$ cat config.mk
export PLATFORM = sky130hd
export DESIGN_NAME = fwup_seq
export DESIGN_NICKNAME = d
export VERILOG_FILES = /design/src/rtl/fwup_pkg.sv /design/src/rtl/fwup_tmr.sv /design/src/rtl/fwup_fsm.sv /design/src/rtl/fwup_seq.sv
export SDC_FILE = /design/constraint.sdc
export NUM_CORES = 1
export LEC_CHECK = 0
export BUFFER_PORTS_ARGS = -buffer_cell sky130_fd_sc_hd__buf_4
export CAP_MARGIN = 30
export CORE_ASPECT_RATIO = 0.6
export CORE_MARGIN = 2
export CORE_UTILIZATION = 30
export DETAILED_ROUTE_END_ITERATION = 8
export PLACE_DENSITY = 0.65
export SYNTH_ARGS = -nofsm -noshare
export SYNTH_HDL_FRONTEND = slang
export SYNTH_SLANG_ARGS = --single-unit
$ cat constraint.sdc
create_clock -name clk -period 6.7 [get_ports clk]
set_clock_uncertainty 0.2 [all_clocks]
set_input_delay 0.67 -clock clk [delete_from_list [all_inputs] [get_ports clk]]
set_output_delay 0.67 -clock clk [all_outputs]
set_load 0.01 [all_outputs]
$ cat src/rtl/fwup_pkg.sv
package fwup_pkg;

    localparam int CPY_W = 32;

    localparam logic [15:0] CMD_READY = 16'h10FE;
    localparam logic [15:0] CMD_GO    = 16'h20FE;

    localparam logic [31:0] ST_DONE = 32'h444F4E45;
    localparam logic [31:0] ST_BADN = 32'h4241444E;
    localparam logic [31:0] ST_HIGH = 32'h54784849;
    localparam logic [31:0] ST_LOW  = 32'h54784C4F;

    typedef enum logic [1:0] {
        RES_OK      = 2'd0,
        RES_FAIL    = 2'd1,
        RES_TIMEOUT = 2'd2
    } res_e;

    typedef enum logic [1:0] {
        MB_STATUS = 2'd0,
        MB_CFLAG  = 2'd1,
        MB_DFLAG  = 2'd2
    } mb_sel_e;

    typedef enum logic [4:0] {
        S_IDLE, S_RDY, S_CLR_ST, S_CLR_CF, S_CLR_DF, S_CPY_HDR, S_GO,
        S_W_CF1, S_W_LOW, S_SET_L, S_CHK_L, S_CPY_LO, S_DF1, S_W_CFN1,
        S_W_HIGH, S_SET_H, S_CHK_H, S_CPY_HI, S_DF0, S_W_CFNZ, S_EVAL, S_FIN
    } st_e;

    typedef struct packed {
        logic             req;
        logic [CPY_W-1:0] src;
        logic [CPY_W-1:0] len;
    } cpy_t;

    typedef struct packed {
        logic        wr;
        mb_sel_e     sel;
        logic [31:0] data;
    } mbw_t;

    function automatic logic st_is_copy(st_e s);
        return (s == S_CPY_HDR) || (s == S_CPY_LO) || (s == S_CPY_HI);
    endfunction

    function automatic logic st_is_wait(st_e s);
        return st_is_copy(s) || (s == S_W_CF1) || (s == S_W_LOW) ||
               (s == S_W_CFN1) || (s == S_W_HIGH) || (s == S_W_CFNZ);
    endfunction

    function automatic logic st_is_settle(st_e s);
        return (s == S_SET_L) || (s == S_SET_H);
    endfunction

endpackage

$ cat src/rtl/fwup_tmr.sv
module fwup_tmr #(
    parameter int LIMIT = 16
) (
    input  logic clk,
    input  logic rst,
    input  logic clr_i,
    input  logic en_i,
    output logic exp_o
);
    localparam int CW = (LIMIT < 2) ? 1 : $clog2(LIMIT + 1);

    logic [CW-1:0] cnt_q;

    assign exp_o = (cnt_q == CW'(LIMIT));

    always_ff @(posedge clk) begin
        if (rst || clr_i) begin
            cnt_q <= '0;
        end else if (en_i && !exp_o) begin
            cnt_q <= cnt_q + 1'b1;
        end
    end
endmodule

$ cat src/rtl/fwup_fsm.sv
module fwup_fsm
    import fwup_pkg::*;
#(
    parameter int MAX_RETRY = 5
) (
    input  logic        clk,
    input  logic        rst,
    input  logic        start_i,
    input  logic [31:0] status_i,
    input  logic [31:0] cflag_i,
    input  logic        cpy_done_i,
    input  logic        settle_exp_i,
    input  logic        wdog_exp_i,
    output st_e         state_o,
    output logic        tmr_clr_o,
    output res_e        result_o
);
    localparam int RW = $clog2(MAX_RETRY + 2);

    st_e           state_q, state_d;
    res_e          res_q, res_d;
    logic [RW-1:0] retry_q, retry_d;

    always_comb begin
        state_d = state_q;
        res_d   = res_q;
        retry_d = retry_q;
        unique case (state_q)
            S_IDLE:    if (start_i) begin
                           state_d = S_RDY;
                           retry_d = '0;
                       end
            S_RDY:     state_d = S_CLR_ST;
            S_CLR_ST:  state_d = S_CLR_CF;
            S_CLR_CF:  state_d = S_CLR_DF;
            S_CLR_DF:  state_d = S_CPY_HDR;
            S_CPY_HDR: if (cpy_done_i) state_d = S_GO;
            S_GO:      state_d = S_W_CF1;
            S_W_CF1:   if (cflag_i == 32'd1) state_d = S_W_LOW;
            S_W_LOW:   if (status_i == ST_LOW) state_d = S_SET_L;
            S_SET_L:   if (settle_exp_i) state_d = S_CHK_L;
            S_CHK_L:   state_d = ((retry_q > RW'(MAX_RETRY)) || (status_i != ST_LOW))
                                 ? S_EVAL : S_CPY_LO;
            S_CPY_LO:  if (cpy_done_i) state_d = S_DF1;
            S_DF1:     state_d = S_W_CFN1;
            S_W_CFN1:  if (cflag_i != 32'd1)
                           state_d = (status_i == ST_BADN) ? S_EVAL : S_W_HIGH;
            S_W_HIGH:  if (status_i == ST_HIGH) state_d = S_SET_H;
            S_SET_H:   if (settle_exp_i) state_d = S_CHK_H;
            S_CHK_H:   state_d = (status_i == ST_HIGH) ? S_CPY_HI : S_EVAL;
            S_CPY_HI:  if (cpy_done_i) state_d = S_DF0;
            S_DF0:     state_d = S_W_CFNZ;
            S_W_CFNZ:  if (cflag_i != 32'd0) begin
                           if (status_i == ST_LOW) begin
                               retry_d = retry_q + 1'b1;
                               state_d = S_CHK_L;
                           end else begin
                               state_d = S_EVAL;
                           end
                       end
            S_EVAL:    begin
                           res_d   = (status_i == ST_DONE) ? RES_OK : RES_FAIL;
                           state_d = S_FIN;
                       end
            S_FIN:     state_d = S_IDLE;
            default:   state_d = S_IDLE;
        endcase
        if (st_is_wait(state_q) && wdog_exp_i && (state_d == state_q)) begin
            res_d   = RES_TIMEOUT;
            state_d = S_FIN;
        end
    end

    always_ff @(posedge clk) begin
        if (rst) begin
            state_q <= S_IDLE;
            res_q   <= RES_OK;
            retry_q <= '0;
        end else begin
            state_q <= state_d;
            res_q   <= res_d;
            retry_q <= retry_d;
        end
    end

    assign state_o   = state_q;
    assign tmr_clr_o = (state_d != state_q);
    assign result_o  = res_q;
endmodule

$ cat src/rtl/fwup_seq.sv
module fwup_seq
    import fwup_pkg::*;
#(
    parameter int ADDR_W     = 32,
    parameter int HDR_BYTES  = 2048,
    parameter int HALF_BYTES = 131072,
    parameter int SETTLE_CYC = 1250000,
    parameter int WDOG_CYC   = 16777216,
    parameter int MAX_RETRY  = 5
) (
    input  logic              clk,
    input  logic              rst,
    input  logic              start_i,
    output logic              done_o,
    output logic [1:0]        result_o,
    output logic              cmd_valid_o,
    output logic [15:0]       cmd_word_o,
    output logic              cpy_req_o,
    output logic [ADDR_W-1:0] cpy_src_o,
    output logic [ADDR_W-1:0] cpy_len_o,
    input  logic              cpy_done_i,
    output logic              mb_wr_o,
    output logic [1:0]        mb_sel_o,
    output logic [31:0]       mb_wdata_o,
    input  logic [31:0]       mb_status_i,
    input  logic [31:0]       mb_cflag_i
);
    localparam logic [CPY_W-1:0] LO_SRC = CPY_W'(HDR_BYTES);
    localparam logic [CPY_W-1:0] HI_SRC = CPY_W'(HDR_BYTES + HALF_BYTES);

    st_e  state;
    res_e res;
    logic tmr_clr, settle_exp, wdog_exp;
    cpy_t cpy;
    mbw_t mbw;

    fwup_fsm #(.MAX_RETRY(MAX_RETRY)) u_fsm (
        .clk(clk), .rst(rst), .start_i(start_i),
        .status_i(mb_status_i), .cflag_i(mb_cflag_i), .cpy_done_i(cpy_done_i),
        .settle_exp_i(settle_exp), .wdog_exp_i(wdog_exp),
        .state_o(state), .tmr_clr_o(tmr_clr), .result_o(res)
    );

    fwup_tmr #(.LIMIT(SETTLE_CYC)) u_settle (
        .clk(clk), .rst(rst), .clr_i(tmr_clr),
        .en_i(st_is_settle(state)), .exp_o(settle_exp)
    );

    fwup_tmr #(.LIMIT(WDOG_CYC)) u_wdog (
        .clk(clk), .rst(rst), .clr_i(tmr_clr),
        .en_i(st_is_wait(state)), .exp_o(wdog_exp)
    );

    always_comb begin
        cpy = '0;
        cpy.req = st_is_copy(state);
        unique case (state)
            S_CPY_HDR: begin cpy.src = '0;     cpy.len = CPY_W'(HDR_BYTES);  end
            S_CPY_LO:  begin cpy.src = LO_SRC; cpy.len = CPY_W'(HALF_BYTES); end
            S_CPY_HI:  begin cpy.src = HI_SRC; cpy.len = CPY_W'(HALF_BYTES); end
            default:   ;
        endcase
    end

    always_comb begin
        mbw = '{wr: 1'b0, sel: MB_STATUS, data: 32'd0};
        unique case (state)
            S_CLR_ST: mbw = '{wr: 1'b1, sel: MB_STATUS, data: 32'd0};
            S_CLR_CF: mbw = '{wr: 1'b1, sel: MB_CFLAG,  data: 32'd0};
            S_CLR_DF: mbw = '{wr: 1'b1, sel: MB_DFLAG,  data: 32'd0};
            S_DF1:    mbw = '{wr: 1'b1, sel: MB_DFLAG,  data: 32'd1};
            S_DF0:    mbw = '{wr: 1'b1, sel: MB_DFLAG,  data: 32'd0};
            default:  ;
        endcase
    end

    assign cmd_valid_o = (state == S_RDY) || (state == S_GO);
    assign cmd_word_o  = (state == S_GO) ? CMD_GO : CMD_READY;
    assign cpy_req_o   = cpy.req;
    assign cpy_src_o   = ADDR_W'(cpy.src);
    assign cpy_len_o   = ADDR_W'(cpy.len);
    assign mb_wr_o     = mbw.wr;
    assign mb_sel_o    = mbw.sel;
    assign mb_wdata_o  = mbw.data;
    assign done_o      = (state == S_FIN);
    assign result_o    = res;
endmodule

# Yosys cells after proc, flatten, opt, wreduce, memory -nomap -nowiden
# Cells that the tools add are included.
dict set report op_classes {
  n_addsub 3
  magnitude_cmp 1
  n_eq_ne 35
  mux 27
  n_reduce_logical 24
}
# operator n
set ops {}
lappend ops {{50-bit case mux with 3 select lines} 1}
lappend ops {{35-bit case mux with 4 select lines} 1}
lappend ops {{32-bit by 31-bit == test with 1-bit output, second input constant} 4}
lappend ops {{5-bit case mux with 21 select lines} 1}
lappend ops {{5-bit two-way mux} 15}
lappend ops {{5-bit by 4-bit == test with 1-bit output, second input constant} 8}
lappend ops {{32-bit by 1-bit == test with 1-bit output, second input constant} 1}
lappend ops {{32-bit by 1-bit != test with 1-bit output, second input constant} 1}
lappend ops {{32-bit by 31-bit != test with 1-bit output, second input constant} 1}
lappend ops {{32-bit nonzero test} 1}
lappend ops {{5-bit == test, second input constant} 6}
lappend ops {{25-bit by 1-bit adder with 25-bit output, second input constant} 1}
lappend ops {{25-bit == test, second input constant} 1}
lappend ops {{21-bit by 1-bit adder with 21-bit output, second input constant} 1}
lappend ops {{21-bit == test, second input constant} 1}
lappend ops {{5-bit by 3-bit == test with 1-bit output, second input constant} 4}
lappend ops {{14-bit two-way mux} 1}
lappend ops {{3-bit two-way mux} 4}
lappend ops {{1-bit logical OR} 11}
lappend ops {{5-bit by 2-bit == test with 1-bit output, second input constant} 2}
lappend ops {{3-bit case mux with 2 select lines} 1}
lappend ops {{5-bit by 1-bit == test with 1-bit output, second input constant} 1}
lappend ops {{5-bit == test} 1}
lappend ops {{5-bit logical NOT} 1}
lappend ops {{12 further kinds} 20}
dict set report totals {
  register_bits 56
  word_cells 96
}

# Depth between registers and ports, before layout
dict set report depth {
  depth_word 13
  depth_mapped 13
}

# By module
# From an unflattened synthesis, not the netlist that was laid out.
dict set report hier_totals {
  cells_unflattened 620
  hier_area_um2 4843.4
}
# module n_inst cells_per_inst area_per_inst_um2 seq_area_each_um2
set modules_own_cells {}
lappend modules_own_cells {fwup_fsm 1 197 1446.4 200.2}
lappend modules_own_cells {{fwup_tmr (u_wdog)} 1 148 1251.2 500.5}
lappend modules_own_cells {fwup_seq 1 153 1094.8 0.0}
lappend modules_own_cells {{fwup_tmr (u_settle)} 1 122 1051.0 420.4}

# Worst setup path after synthesis
# OpenSTA, ideal clock, no wires.
dict set report synth_path {
  kind {input -> register}
  from {input port mb_cflag_i[13]}
  to {register u_settle.cnt_q[19]}
  arrival_time_ns 2.802
  required_ns 6.388
  setup_slack_ns 3.585
  path_stages 10
  n_path_buf 2
  cell_sequence {nor4_1 > nand4_1 > or3_1 > clkbuf_1 > a221oi_2 > and4_1 > o2111ai_1 > a32oi_4 > buf_8 > nor2_2}
}
dict set report synth_between {
  elab_chain_len 8
  elab_cells_between_ends 12
  cone_classes {eq/ne: 4; mux: 5; reduce/logical: 3}
}
# item line_no
set synth_lines {}
lappend synth_lines {{from (decl)} fwup_seq.sv:26} ;# input logic [31:0] mb_cflag_i
lappend synth_lines {{32-bit by 1-bit != test with 1-bit output, or another cell as far along} fwup_fsm.sv:46} ;# S_W_CFN1: if (cflag_i != 32'd1)
lappend synth_lines {{5-bit two-way mux, on equally long branches} {fwup_fsm.sv:46, fwup_fsm.sv:39, fwup_fsm.sv:53}}
lappend synth_lines {{5-bit case mux with 21 select lines (*)} fwup_fsm.sv:28} ;# unique case (state_q)
lappend synth_lines {{5-bit == test} fwup_fsm.sv:68} ;# if (st_is_wait(state_q) && wdog_exp_i && (state_d == state_q)) begin
lappend synth_lines {{1-bit logical AND} fwup_fsm.sv:68}
lappend synth_lines {{5-bit two-way mux (*)} fwup_fsm.sv:68}
lappend synth_lines {{5-bit != test (*)} fwup_fsm.sv:87} ;# assign tmr_clr_o = (state_d != state_q);
lappend synth_lines {{1-bit logical OR (*)} fwup_tmr.sv:17} ;# if (rst || clr_i) begin
lappend synth_lines {{to (signal assigned)} fwup_tmr.sv:20} ;# cnt_q <= cnt_q + 1'b1;
lappend synth_lines {{to (decl)} fwup_tmr.sv:12} ;# logic [CW-1:0] cnt_q;
# Every way passes the cells marked *; elsewhere a longest branch is shown, timed or not.
# A chain may end at the register's enable or synchronous reset.

# Worst setup path in the final report
dict set report layout_path {
  from {register u_fsm.state_q[2] (netlist: u_fsm.state_o[2])}
  to {register u_settle.cnt_q[10]}
}
dict set report layout_between {
  elab_chain_len 13
  elab_cells_between_ends 48
  cone_classes {eq/ne: 22; mux: 13; reduce/logical: 13}
}
# item line_no
set layout_lines {}
lappend layout_lines {{from (decl)} fwup_fsm.sv:20} ;# st_e state_q, state_d;
lappend layout_lines {{from (signal assigned)} fwup_fsm.sv:80} ;# state_q <= state_d;
lappend layout_lines {{parallel branches: the longest is 13 deep, another holds 5-bit case mux with 21 select lines} --}
# Parallel ways; which one is timed is not known.

==> summary.md <==
| Metric | Value |
|---|---|
| Crit path kind | reg2reg |
| Pwr dens | 206 nW/um^2 |
| RSZ-0062 raised after global routing | no |
| CP Capture Type | flop |
| Outcome | finished, final reports clean |
| DR iter-0 viols | 419 |
| Final setup vio count | 0 |
| Clk pin slew, worst setup/hold paths | 0.08 ns |
| Die H | 104 um |
| CP endpoint | u_settle.cnt_q[10] |
| Crit path max fanout | 29 |
| Unique cell type count in the Yosys netlist | 80 |
| Worst slew margin | 0.326 |
| CP Launch Point | u_fsm.state_o[2] |
| Share of cells above drive strength 1 | 0.187 |
| Worst-skew pair later-pin latency | 0.30 ns |
| Critical Path Slowest Stage Cell | dfxtp_1 |
| Cts bufs inserted | 5 |
| Reg-to-reg endpoint | u_settle.cnt_q[10] |
| Post-synth top area cell | dfxtp_1 |
| Share of synthesized registers carrying an async set or reset | 0 |
| Slew @ Worst Pin | 1.01 ns |
| P_leak | 0.00234 uW |
| Met3 routed WL | 1000 um |
| CTS Root Cell | clkbuf_16 |
| CTS Sinks | 56 |
| Hold slack | 0.267 ns |
| Core area | 16300 um^2 |
| Wire length on met2 | 4770 um |
| Metal-1 WL | 6700 um |
| Post-synth EDFFs | 0 |
| R2r setup slk | 2.53 ns |
| Pin count of the biggest net entering global routing | 47 |
| Synth top area cells | dfxtp_1 (22%), buf_4 (16%), nand2_1 (5.5%) |
| Vias in the first global route | 3773 |
| First-pass GRT wire length | 20000 um |
| Period utilisation layout | 0.622 |
| Critical Path RT | 6.68 ns |
| Initial antenna violation count | 0 |
| Nets | 794 |
| Max Freq | 0.240 GHz |
| Via density per instance | 4.58 |
| Drt drc | 0 |
| Die area | 17800 um^2 |
| Min Tclk post-route | 4.17 ns |
| Post-CTS Resized | 0 |
| Yosys top cell area share | 0.224 |
| Grt ovf | 0 |
| Die W | 171 um |
| TNS Setup | 0 ns |
| Top sig layer | met4 |
| Critical Path, Cell by Cell | xnor2_1 -> and3_1 -> a21boi_2 -> a2111o_1 -> o21ai_2 -> o211ai_4 -> a32oi_4 -> buf_4 -> nor2_1 |
| Routed Wire Length | 12500 um |
| Crit path launch type | flop |
| Clk buf depth | 2 |
| Area delta synth->final | 9.35% |
| Starting density of the core | 0.308 |
| Count of pins over their slew limit | 0 |
| Ant. Diodes | 0 |
| R2R Path Start | u_fsm.state_o[2] |
| RePlAce Congestion | 0.974 |
| Final Hold Viols | 0 |
| Yosys reg bits | 56 |
| Pre-antenna DRT Iters | 5 |
| Arr. time, crit path | 4.15 ns |
| Post-Syn Instances | 659 |
| Total GRT Usage | 0.138 |
| Total of max-cap violations | 0 |
| Most used DFF post-synth | dfxtp_1 |
| H-tree depth | 2 |
| Avg Inst Size Synth | 7.59 um^2 |
| Vias | 4346 |
| CTS tree | yes |
| Sequential-to-total area share from yosys stat | 0.224 |
| Worst min path class | reg2reg |
| Maximum VDD drop | 0.112 mV |
| Mapped Area | 5000 um^2 |
| I/O Pins | 188 |
| CTS Hold Buffers Added | 0 |
| Wire per inst | 13.2 um |
| Post-DRT Antenna Nets | 0 |
| R2r worst-path depth | 9 |
| PortBufs | 82 |
| Placement row count | 36 |
| Detail Placement HPWL | 9740 um |
| Synth warn | 0 |
| Setup bufs post-CTS | 0 |
| Max stage delay on crit path | 1.00 ns |
## kinds of logic after synthesis
logic type,share of synthesized area
other,0.00150
buffers and inverters,0.216
adders and majority gates,0.0150
muxes,0.00825
DFF,0.224
AOI/OAI and AO/OA,0.0973
xor gates and xnor gates,0.0805
and+or+nand+nor,0.357
## critical path: cells and delay by family, from the launching register on
kind	cells	cell delay [ns]
xor gates and xnor gates	1	0.21
buffers and inverters	1	0.42
DFF	1	1.00
and+or+nand+nor	2	0.35
AOI/OAI and AO/OA	5	1.86
## layout by cell type (no fill, tap or decap), types with 9 or more instances in the layout
master | Yosys | final
conb_1 | 2 | 105
buf_4 | 106 | 86
nand2_1 | 73 | 73
nor2_1 | 72 | 72
dfxtp_1 | 56 | 56
nor3_1 | 29 | 29
xor2_1 | 24 | 24
xnor2_1 | 22 | 22
inv_1 | 21 | 21
nand3_1 | 20 | 20
nor4_1 | 17 | 17
a21oi_1 | 16 | 16
nand4_1 | 14 | 14
nor2_2 | 11 | 11
and4_1 | 10 | 10
o21ai_0 | 9 | 9
## how the worst min path moves through the flow
stage / start / to / slack, ns / cells after the start
after floorplan: u_fsm.result_o[1] / u_fsm.result_o[1] / 0.28 / 2
after global placement: u_fsm.result_o[1] / u_fsm.result_o[1] / 0.26 / 2
after detailed placement: u_fsm.result_o[1] / u_fsm.result_o[1] / 0.26 / 2
after CTS: u_fsm.result_o[1] / u_fsm.result_o[1] / 0.27 / 2
after global routing: u_fsm.result_o[1] / u_fsm.result_o[1] / 0.29 / 2
final: u_fsm.result_o[1] / u_fsm.result_o[1] / 0.27 / 2
## cells in the mapped netlist, types with 4 or more instances
cell type,number
buf_6,7
and4_1,10
dfxtp_1,56
nor4_1,17
xor2_1,24
nand2_1,73
inv_1,21
nand4b_1,6
nand2b_1,4
buf_2,7
nand3_1,20
nor3_1,29
or3_1,4
nor2b_1,5
a21oi_1,16
xnor2_1,22
a31oi_1,5
clkbuf_1,10
o21ai_0,9
ha_1,6
nor4b_1,8
nor2_2,11
and3_1,7
nor2_1,72
buf_4,106
nand4_1,14
nor3b_1,8
## routing by layer
| layer | GRT usage | up-vias |
|---|---|---|
| li1 | - | 2194 |
| met1 | 0.227 | 1970 |
| met2 | 0.174 | 175 |
| met3 | 0.0346 | 7 |
| met4 | 0.0232 | 0 |
| met5 | 0 | - |
## flip-flops by register name (all words and copies together) (netlist names)
signal,count
u_fsm.retry_q,3
u_settle.cnt_q,21
u_fsm.state_o,5
u_wdog.cnt_q,25
u_fsm.result_o,2
## per-stage QoR
stage | setup slack (ns) | util | power (uW) | instance area (um^2) | cells
finish | 2.53 | 0.337 | 1130 | 5470 | 949
detailed placement | 2.42 | 0.327 | 848 | 5320 | 941
floorplan | 3.59 | - | 828 | 5390 | 762
global route | 2.30 | 0.337 | 1190 | 5470 | 949
CTS | 2.61 | 0.337 | 1120 | 5470 | 949
global placement | 2.45 | 0.327 | 851 | 5320 | 941
## power breakdown
part | internal, uW | switching [uW]
sequential | 342 | 25.5
combinational | 157 | 328
clock | 142 | 135
total | 641 | 489
## cell type report
cell class / count / area, um^2
Fill cell: 1720 / 10800
Multi-Input combinational cell: 550 / 3190
Sequential cell: 56 / 1120
Timing Repair Buffer: 86 / 646
Tap cell: 228 / 285
Clock buffer: 5 / 125
Inverter: 21 / 78.8
Clock inverter: 3 / 27.5
Power figures use the tool's default switching activity.
